--- config.mk ---
export PLATFORM = sky130hd
export DESIGN_NAME = bytebuf_fifo
export DESIGN_NICKNAME = d
export VERILOG_FILES = /design/src/rtl/bytebuf_pkg.sv /design/src/rtl/bytebuf_arb.sv /design/src/rtl/bytebuf_store.sv /design/src/rtl/bytebuf_ptrs.sv /design/src/rtl/bytebuf_intr.sv /design/src/rtl/bytebuf_fifo.sv
export SDC_FILE = /design/constraint.sdc
export NUM_CORES = 1
export LEC_CHECK = 0
export CAP_MARGIN = 20
export CELL_PAD_IN_SITES_DETAIL_PLACEMENT = 0
export CELL_PAD_IN_SITES_GLOBAL_PLACEMENT = 1
export CORE_MARGIN = 2
export CORE_UTILIZATION = 42
export DETAILED_ROUTE_END_ITERATION = 8
export GPL_ROUTABILITY_DRIVEN = 0
export GPL_TIMING_DRIVEN = 0
export HOLD_SLACK_MARGIN = 0.08
export PLACE_DENSITY = 0.73
export SYNTH_ARGS = -nofsm -noshare
export SYNTH_HDL_FRONTEND = slang
export SYNTH_SLANG_ARGS = --single-unit
--- constraint.sdc ---
create_clock -name clk -period 3.4 [get_ports clk]
set_input_delay 1.02 -clock clk [delete_from_list [all_inputs] [get_ports clk]]
set_output_delay 1.02 -clock clk [all_outputs]
set_load 0.01 [all_outputs]
--- src/rtl/bytebuf_pkg.sv ---
package bytebuf_pkg;

   // command opcodes in bits [6:0] of the command register
   localparam logic [6:0] OP_FLUSH = 7'h01;
   localparam logic [6:0] OP_XFER  = 7'h10;

   // full command value for a programmed-I/O transfer (DMA flag clear)
   localparam logic [7:0] CMD_XFER_PIO = {1'b0, OP_XFER};

   // phase encoding on which host reads return zero
   localparam logic [2:0] PH_DATA_OUT = 3'b000;

   // one buffer action per cycle, chosen by the arbiter
   typedef enum logic [2:0] {
      ACT_IDLE,
      ACT_FLUSH,
      ACT_STAT,
      ACT_HWR,
      ACT_HRD,
      ACT_PRD,
      ACT_PWR
   } act_e;

endpackage

--- src/rtl/bytebuf_arb.sv ---
module bytebuf_arb
   import bytebuf_pkg::*;
(
   input  logic       cmd_wr,
   input  logic [6:0] cmd_op,
   input  logic       stat_ld,
   input  logic       hst_wr,
   input  logic       hst_rd,
   input  logic       pdma_rd,
   input  logic       pdma_wr,
   output act_e       act
);

   logic flush_req;
   assign flush_req = cmd_wr && (cmd_op == OP_FLUSH);

   always_comb begin
      if (flush_req)     act = ACT_FLUSH;
      else if (stat_ld)  act = ACT_STAT;
      else if (hst_wr)   act = ACT_HWR;
      else if (hst_rd)   act = ACT_HRD;
      else if (pdma_rd)  act = ACT_PRD;
      else if (pdma_wr)  act = ACT_PWR;
      else               act = ACT_IDLE;
   end

endmodule

--- src/rtl/bytebuf_store.sv ---
module bytebuf_store #(
   parameter int DEPTH          = 16,
   parameter bit CLEAR_ON_RESET = 1'b1,
   localparam int AW            = $clog2(DEPTH)
) (
   input  logic          clk,
   input  logic          rst_n,
   input  logic          we0,
   input  logic [AW-1:0] wa0,
   input  logic [7:0]    wd0,
   input  logic          we1,
   input  logic [AW-1:0] wa1,
   input  logic [7:0]    wd1,
   input  logic [AW-1:0] ra0,
   output logic [7:0]    rd0,
   input  logic [AW-1:0] ra1,
   output logic [7:0]    rd1
);

   logic [7:0] mem [DEPTH];

   generate
      if (CLEAR_ON_RESET) begin : g_clr
         always_ff @(posedge clk or negedge rst_n) begin
            if (!rst_n) begin
               for (int i = 0; i < DEPTH; i++) mem[i] <= '0;
            end else begin
               if (we0) mem[wa0] <= wd0;
               if (we1) mem[wa1] <= wd1;
            end
         end
      end else begin : g_keep
         always_ff @(posedge clk) begin
            if (we0) mem[wa0] <= wd0;
            if (we1) mem[wa1] <= wd1;
         end
      end
   endgenerate

   assign rd0 = mem[ra0];
   assign rd1 = mem[ra1];

endmodule

--- src/rtl/bytebuf_ptrs.sv ---
module bytebuf_ptrs
   import bytebuf_pkg::*;
#(
   parameter int DEPTH  = 16,
   parameter int SIZE_W = 16,
   localparam int AW    = $clog2(DEPTH),
   localparam int PTR_W = AW + 1
) (
   input  logic                     clk,
   input  logic                     rst_n,
   input  act_e                     act,
   input  logic [7:0]               hst_wdata,
   input  logic [2:0]               phase,
   input  logic [7:0]               stat_byte,
   input  logic                     pdma_wide,
   input  logic [15:0]              pdma_wdata,
   input  logic [7:0]               rd0,
   input  logic [7:0]               rd1,
   output logic                     we0,
   output logic [AW-1:0]            wa0,
   output logic [7:0]               wd0,
   output logic                     we1,
   output logic [AW-1:0]            wa1,
   output logic [7:0]               wd1,
   output logic [AW-1:0]            ra0,
   output logic [AW-1:0]            ra1,
   output logic [PTR_W-1:0]         wp,
   output logic [PTR_W-1:0]         rp,
   output logic signed [SIZE_W-1:0] size_cnt,
   output logic [7:0]               hst_rdata,
   output logic [15:0]              pdma_rdata,
   output logic                     drain_done,
   output logic                     fill_done
);

   localparam logic [PTR_W-1:0] P_LAST = PTR_W'(DEPTH - 1);
   localparam logic [PTR_W-1:0] P_FULL = PTR_W'(DEPTH);
   localparam logic [PTR_W-1:0] P_ONE  = PTR_W'(1);
   localparam logic [PTR_W-1:0] P_TWO  = PTR_W'(2);

   logic [PTR_W-1:0]         wp_n, rp_n, wp_inc;
   logic signed [SIZE_W-1:0] sz_n;
   logic [7:0]               hrd_n;
   logic [15:0]              prd_n;
   logic                     drain_n, fill_n;

   assign ra0    = rp[AW-1:0];
   assign ra1    = rp[AW-1:0] + AW'(1);
   assign wp_inc = wp + P_ONE;

   always_comb begin
      wp_n    = wp;
      rp_n    = rp;
      sz_n    = size_cnt;
      hrd_n   = hst_rdata;
      prd_n   = pdma_rdata;
      drain_n = 1'b0;
      fill_n  = 1'b0;
      we0     = 1'b0;
      wa0     = wp[AW-1:0];
      wd0     = hst_wdata;
      we1     = 1'b0;
      wa1     = wp[AW-1:0] + AW'(1);
      wd1     = pdma_wdata[7:0];
      unique case (act)
         ACT_FLUSH: begin
            wp_n = '0;
            rp_n = '0;
         end
         ACT_STAT: begin
            we0  = 1'b1;
            wa0  = '0;
            wd0  = stat_byte;
            we1  = 1'b1;
            wa1  = AW'(1);
            wd1  = 8'h00;
            wp_n = P_TWO;
            rp_n = '0;
            sz_n = SIZE_W'(2);
         end
         ACT_HWR: begin
            if (wp != P_LAST) begin
               we0  = 1'b1;
               wp_n = wp_inc;
               sz_n = size_cnt + SIZE_W'(1);
            end
         end
         ACT_HRD: begin
            if (phase == PH_DATA_OUT) begin
               hrd_n = 8'h00;
            end else if (rp < wp) begin
               hrd_n = rd0;
               rp_n  = rp + P_ONE;
               sz_n  = size_cnt - SIZE_W'(1);
            end
            if (rp_n == wp_n) begin
               rp_n = '0;
               wp_n = '0;
            end
         end
         ACT_PRD: begin
            prd_n = pdma_wide ? {rd0, rd1} : {8'h00, rd0};
            rp_n  = rp + (pdma_wide ? P_TWO : P_ONE);
            if (rp_n == wp) begin
               rp_n    = '0;
               wp_n    = '0;
               drain_n = 1'b1;
            end
         end
         ACT_PWR: begin
            we0  = (wp < P_FULL);
            wd0  = pdma_wide ? pdma_wdata[15:8] : pdma_wdata[7:0];
            we1  = pdma_wide && (wp_inc < P_FULL);
            wp_n = wp + PTR_W'(we0) + PTR_W'(we1);
            fill_n = (we0 || we1) && (wp_n == P_FULL);
         end
         default: ;
      endcase
   end

   always_ff @(posedge clk or negedge rst_n) begin
      if (!rst_n) begin
         wp         <= '0;
         rp         <= '0;
         size_cnt   <= '0;
         hst_rdata  <= '0;
         pdma_rdata <= '0;
         drain_done <= 1'b0;
         fill_done  <= 1'b0;
      end else begin
         wp         <= wp_n;
         rp         <= rp_n;
         size_cnt   <= sz_n;
         hst_rdata  <= hrd_n;
         pdma_rdata <= prd_n;
         drain_done <= drain_n;
         fill_done  <= fill_n;
      end
   end

endmodule

--- src/rtl/bytebuf_intr.sv ---
module bytebuf_intr
   import bytebuf_pkg::*;
(
   input  logic       clk,
   input  logic       rst_n,
   input  logic       cmd_wr,
   input  logic [7:0] cmd_code,
   input  logic       hst_wr,
   input  logic       int_ack,
   output logic [7:0] cmd_q,
   output logic       irq,
   output logic       rsn_fc,
   output logic       rsn_bs
);

   logic pio_byte;
   assign pio_byte = hst_wr && (cmd_q == CMD_XFER_PIO);

   always_ff @(posedge clk or negedge rst_n) begin
      if (!rst_n) begin
         cmd_q  <= '0;
         irq    <= 1'b0;
         rsn_fc <= 1'b0;
         rsn_bs <= 1'b0;
      end else begin
         if (cmd_wr) cmd_q <= cmd_code;
         if (pio_byte) begin
            irq    <= 1'b1;
            rsn_fc <= 1'b1;
            rsn_bs <= 1'b1;
         end else if (int_ack) begin
            irq    <= 1'b0;
            rsn_fc <= 1'b0;
            rsn_bs <= 1'b0;
         end
      end
   end

endmodule

--- src/rtl/bytebuf_fifo.sv ---
module bytebuf_fifo
   import bytebuf_pkg::*;
#(
   parameter int DEPTH          = 16,
   parameter int SIZE_W         = 16,
   parameter bit CLEAR_ON_RESET = 1'b1
) (
   input  logic                        clk,
   input  logic                        rst_n,
   input  logic                        cmd_wr,
   input  logic [7:0]                  cmd_code,
   input  logic [2:0]                  phase,
   input  logic                        hst_wr,
   input  logic [7:0]                  hst_wdata,
   input  logic                        hst_rd,
   output logic [7:0]                  hst_rdata,
   input  logic                        int_ack,
   input  logic                        stat_ld,
   input  logic [7:0]                  stat_byte,
   input  logic                        pdma_rd,
   input  logic                        pdma_wr,
   input  logic                        pdma_wide,
   input  logic [15:0]                 pdma_wdata,
   output logic [15:0]                 pdma_rdata,
   output logic [$clog2(DEPTH):0]      flags,
   output logic signed [SIZE_W-1:0]    size_cnt,
   output logic                        irq,
   output logic                        rsn_fc,
   output logic                        rsn_bs,
   output logic                        drain_done,
   output logic                        fill_done
);

   localparam int AW    = $clog2(DEPTH);
   localparam int PTR_W = AW + 1;

   generate
      if (DEPTH < 4 || (DEPTH & (DEPTH - 1)) != 0) begin : g_bad_depth
         initial $fatal(1, "bytebuf_fifo: DEPTH must be a power of two of at least 4");
      end
      if (SIZE_W < PTR_W + 1) begin : g_bad_size
         initial $fatal(1, "bytebuf_fifo: SIZE_W too narrow for DEPTH");
      end
   endgenerate

   act_e             act;
   logic             we0, we1;
   logic [AW-1:0]    wa0, wa1, ra0, ra1;
   logic [7:0]       wd0, wd1, rd0, rd1;
   logic [PTR_W-1:0] wp, rp;
   logic [7:0]       cmd_q;

   bytebuf_arb u_arb (
      .cmd_wr  (cmd_wr),
      .cmd_op  (cmd_code[6:0]),
      .stat_ld (stat_ld),
      .hst_wr  (hst_wr),
      .hst_rd  (hst_rd),
      .pdma_rd (pdma_rd),
      .pdma_wr (pdma_wr),
      .act     (act)
   );

   bytebuf_store #(.DEPTH(DEPTH), .CLEAR_ON_RESET(CLEAR_ON_RESET)) u_store (
      .clk (clk), .rst_n (rst_n),
      .we0 (we0), .wa0 (wa0), .wd0 (wd0),
      .we1 (we1), .wa1 (wa1), .wd1 (wd1),
      .ra0 (ra0), .rd0 (rd0),
      .ra1 (ra1), .rd1 (rd1)
   );

   bytebuf_ptrs #(.DEPTH(DEPTH), .SIZE_W(SIZE_W)) u_ptrs (
      .clk        (clk),
      .rst_n      (rst_n),
      .act        (act),
      .hst_wdata  (hst_wdata),
      .phase      (phase),
      .stat_byte  (stat_byte),
      .pdma_wide  (pdma_wide),
      .pdma_wdata (pdma_wdata),
      .rd0        (rd0),
      .rd1        (rd1),
      .we0        (we0),
      .wa0        (wa0),
      .wd0        (wd0),
      .we1        (we1),
      .wa1        (wa1),
      .wd1        (wd1),
      .ra0        (ra0),
      .ra1        (ra1),
      .wp         (wp),
      .rp         (rp),
      .size_cnt   (size_cnt),
      .hst_rdata  (hst_rdata),
      .pdma_rdata (pdma_rdata),
      .drain_done (drain_done),
      .fill_done  (fill_done)
   );

   bytebuf_intr u_intr (
      .clk      (clk),
      .rst_n    (rst_n),
      .cmd_wr   (cmd_wr),
      .cmd_code (cmd_code),
      .hst_wr   (hst_wr),
      .int_ack  (int_ack),
      .cmd_q    (cmd_q),
      .irq      (irq),
      .rsn_fc   (rsn_fc),
      .rsn_bs   (rsn_bs)
   );

   assign flags = wp - rp;

endmodule

==> qor.yml <==
synthesis:
  synth_nets: 1284
  synth_edf_count: 0
  synth_ff_type: "dfrtp_1"
  synth_cell_type_count: 67
  avgSynthCellArea_sq_um: 10.4
  syn_inst: 1202
  yosysSeqAreaShare_pct: 37.8
  synth_warnings: 0
  ys_async_sr_fraction_pct: 100
  synth_seq_cells: 189
  synth_area_sq_mm: 0.0125
timing:
  finalHoldViolCount: 0
  worstMarginPinSlew_ns: 1.16
  max_freq_mhz: 293
  slew_headroom_pct: 21.8
  setup_ws_ns: -0.0124
  holdWs_ns: 0.507
  post-route-period-util_pct: 100
  clock_skew_ns: 0.0194
  rsz0062_at_grt: "true"
  slew_violations: 0
  fin_crit_ns: 3.41
  setup_viol: 1
routing:
  dr.pass1.iters: 5
  viasPerCell: 6.02
  ant_nets: 0
  routed_wirelength_um: 42400
  vias: 10600
  wl_per_cell_um: 24.1
  drc: 0
  dr.first_iter.drc_count: 1189
clocking:
  htree_levels: 4
  cts_root_buffer: "clkbuf_16"
  cts_hold_buf: 0
  ctsLongestPathBuffers: 2
  clock_latency_ns: 0.45
  clk_pin_slew_ns: 0.08
  cts_sinks: 189
  cts_buffers: 17
  cts_tree: "yes"
placed_design:
  dp_cells: 1693
  portBuffers: 99
  placement.cell_area_sq_mm: 0.0141
  dpl.hpwl_um: 31300
worst_setup_path:
  path_max_fanout: 5
  startpoint: "cmd_code[4]"
  crit_arrival_ns: 3.75
  critPathLaunchType: "primary input"
  required_ns: 3.74
  end_kind: "flop"
  r2r-start: "u_ptrs.rp[1]$_DFFE_PN0P_"
  worst-setup-path-type: "primary input to flop"
floorplanning:
  die_h_um: 177
  coreArea_sq_mm: 0.0295
  rows: 63
  fp.dieW_um: 177
  initial_utilization_pct: 42.4
  die_area_sq_mm: 0.0312
  ioPinCount: 103
power_and_ir_drop:
  power_density_mw_per_mm2: 670
  peakVddDrop_mv: 0.350
  cellLeakagePower_nw: 6.60
hold_path:
  min_from: "u_ptrs.hst_rdata[5]$_DFFE_PN0P_"
  hold_class: "flop to flop"
final_layout:
  drive_above_1_share_pct: 24.7
  design_area_sq_mm: 0.0154
  antenna_cells: 0
  fin_util_pct: 52.3
  syn_to_final_growth_pct: 23.3
  layout.nets: 1437
  instances_no_fill: 1757
run_status:
  violations: "setup timing"
  status: "complete, but fails checks"
grt:
  grt_pass1_vias: 10500
  grt_max_degree: 115
  grt-ovfl-total: 0
  antenna_found_initial: 0
  gr-usage-all-layers_pct: 28.1
  grt_pass1_wl_um: 65000
job:
  cap_violations: 0
[per-stage QoR]
stage          setup TNS, ns  total power, mW  setup slack, ns
2_1_floorplan          -1.65             6.23           -0.379
5_1_grt               -0.549             10.8           -0.206
4_1_cts                    0             10.2         0.000590
3_5_place_dp         -130.48             7.97            -1.38
3_3_place_gp        -1457.47             7.87            -7.05
6_report             -0.0124             10.3          -0.0124
[logic make-up (layout without fill, tap and decap cells)]
logic type / count (synthesis) / after routing / synth area share, %
multiplexers: 229 / 229 / 26.6
AND/OR/NAND/NOR: 334 / 334 / 12.6
buffers and inverters: 112 / 277 / 4.00
flip-flops: 189 / 189 / 37.8
XOR/XNOR: 32 / 32 / 2.24
AO/OA/AOI/OAI: 277 / 277 / 13.6
adder cells (fa/ha/maj): 29 / 29 / 3.14
[sequential cells by signal (all words and copies together) (netlist names)]
| signal | flops |
|---|---|
| u_intr.cmd_q | 8 |
| u_intr.irq | 1 |
| u_ptrs.drain_done | 1 |
| u_ptrs.fill_done | 1 |
| u_ptrs.hst_rdata | 8 |
| u_ptrs.pdma_rdata | 16 |
| u_ptrs.rp | 5 |
| u_ptrs.size_cnt | 16 |
| u_ptrs.wp | 5 |
| u_store.mem | 128 |
[path summary, 6_finish.rpt]
path                                                   end  slack [ns]  depth (start not counted)
setup / recovery           u_ptrs.size_cnt[10]$_DFFE_PN0P_       -0.01                         15
hold / removal             u_ptrs.hst_rdata[5]$_DFFE_PN0P_        0.51                          1
setup reg to reg                  u_ptrs.wp[1]$_DFFE_PN0P_        0.15                         13
hold reg to reg            u_ptrs.hst_rdata[5]$_DFFE_PN0P_        0.51                          1
max in group asynchronous        u_store.mem[68]$_DFF_PN0_        1.95                          2
min in group asynchronous   u_ptrs.size_cnt[8]$_DFFE_PN0P_        0.56                          1
[layout by cell type (no fill, tap or decap), types with 11 or more instances in the layout]
cell / Yosys / routed
a22oi_1: 18 / 18
o21ai_0: 78 / 74
a22o_1: 30 / 30
inv_1: 22 / 19
o21ai_1: 31 / 24
clkbuf_16: 0 / 19
buf_2: 28 / 29
buf_4: 4 / 36
dfrtp_1: 189 / 186
a31oi_1: 12 / 11
nand3_1: 18 / 16
mux4_2: 80 / 80
mux2_2: 28 / 28
nand2_1: 145 / 143
clkdlybuf4s50_1: 0 / 85
nor2_4: 10 / 12
nor2_1: 84 / 76
and2_1: 13 / 12
ha_1: 25 / 19
mux2i_1: 121 / 121
xnor2_1: 22 / 22
a21oi_1: 62 / 54
clkbuf_2: 0 / 13
clkbuf_1: 48 / 31
nor3_1: 13 / 11
[cell type report]
class                   instances  area, sq um
clock inverters                14          150
multi-input cells             901         7700
well taps                     390          488
clock buffers                  17          425
fillers                      2686        14100
plain buffers                  87          517
flip-flops and latches        189         4730
inverters                      24          101
repair buffers                135         1310
[cells in the mapped netlist (7+ instances only)]
cell type	number	area (sq um)
dfrtp_1	189	4730
nand2_1	145	544
mux2i_1	121	1210
nor2_1	84	315
mux4_2	80	1800
o21ai_0	78	390
a21oi_1	62	310
clkbuf_1	48	180
o21ai_1	31	155
a22o_1	30	263
buf_2	28	140
mux2_2	28	315
ha_1	25	313
inv_1	22	82.6
xnor2_1	22	193
a22oi_1	18	135
nand3_1	18	90.1
and2_1	13	81.3
nor3_1	13	65.1
a31oi_1	12	75.1
nor2_4	10	113
xor2_1	10	87.6
nor2b_1	8	50.1
nand4_1	7	43.8
[power by group]
| part | internal, mW | leakage (nW) | total [mW] | switching (mW) |
|---|---|---|---|---|
| Clock | 0.979 | 0.275 | 2.04 | 1.06 |
| Sequential | 2.83 | 2.46 | 3.36 | 0.530 |
| Combinational | 2.39 | 3.86 | 4.93 | 2.54 |
[critical path, cell delays in order]
cell	delay [ns]
buf_6	0.10
nor4b_4	0.35
a21oi_4	0.12
nand2_2	0.11
clkinvlp_4	0.14
buf_6	0.14
fa_2	0.34
a21oi_2	0.17
o21ai_2	0.10
a2111oi_4	0.44
nor2_1	0.13
and2_4	0.16
o21a_1	0.18
o31ai_2	0.17
o31ai_1	0.08
[per-layer routing]
metal,vias to the layer above,global-route usage (%),part of all wire [%]
li1,4749,-,-
met1,5301,38.7,42
met2,462,43.6,46
met3,65,6.76,8.4
met4,0,9.50,3.1
met5,-,0,0
[timing repair]
item	in CTS	in global routing
resized for setup	111	53
cloned	0	0
pin swaps	21	23
setup buffers	22	12
endpoints found under the setup margin	173	160
Note: power is estimated with default switching activity, not from simulation.
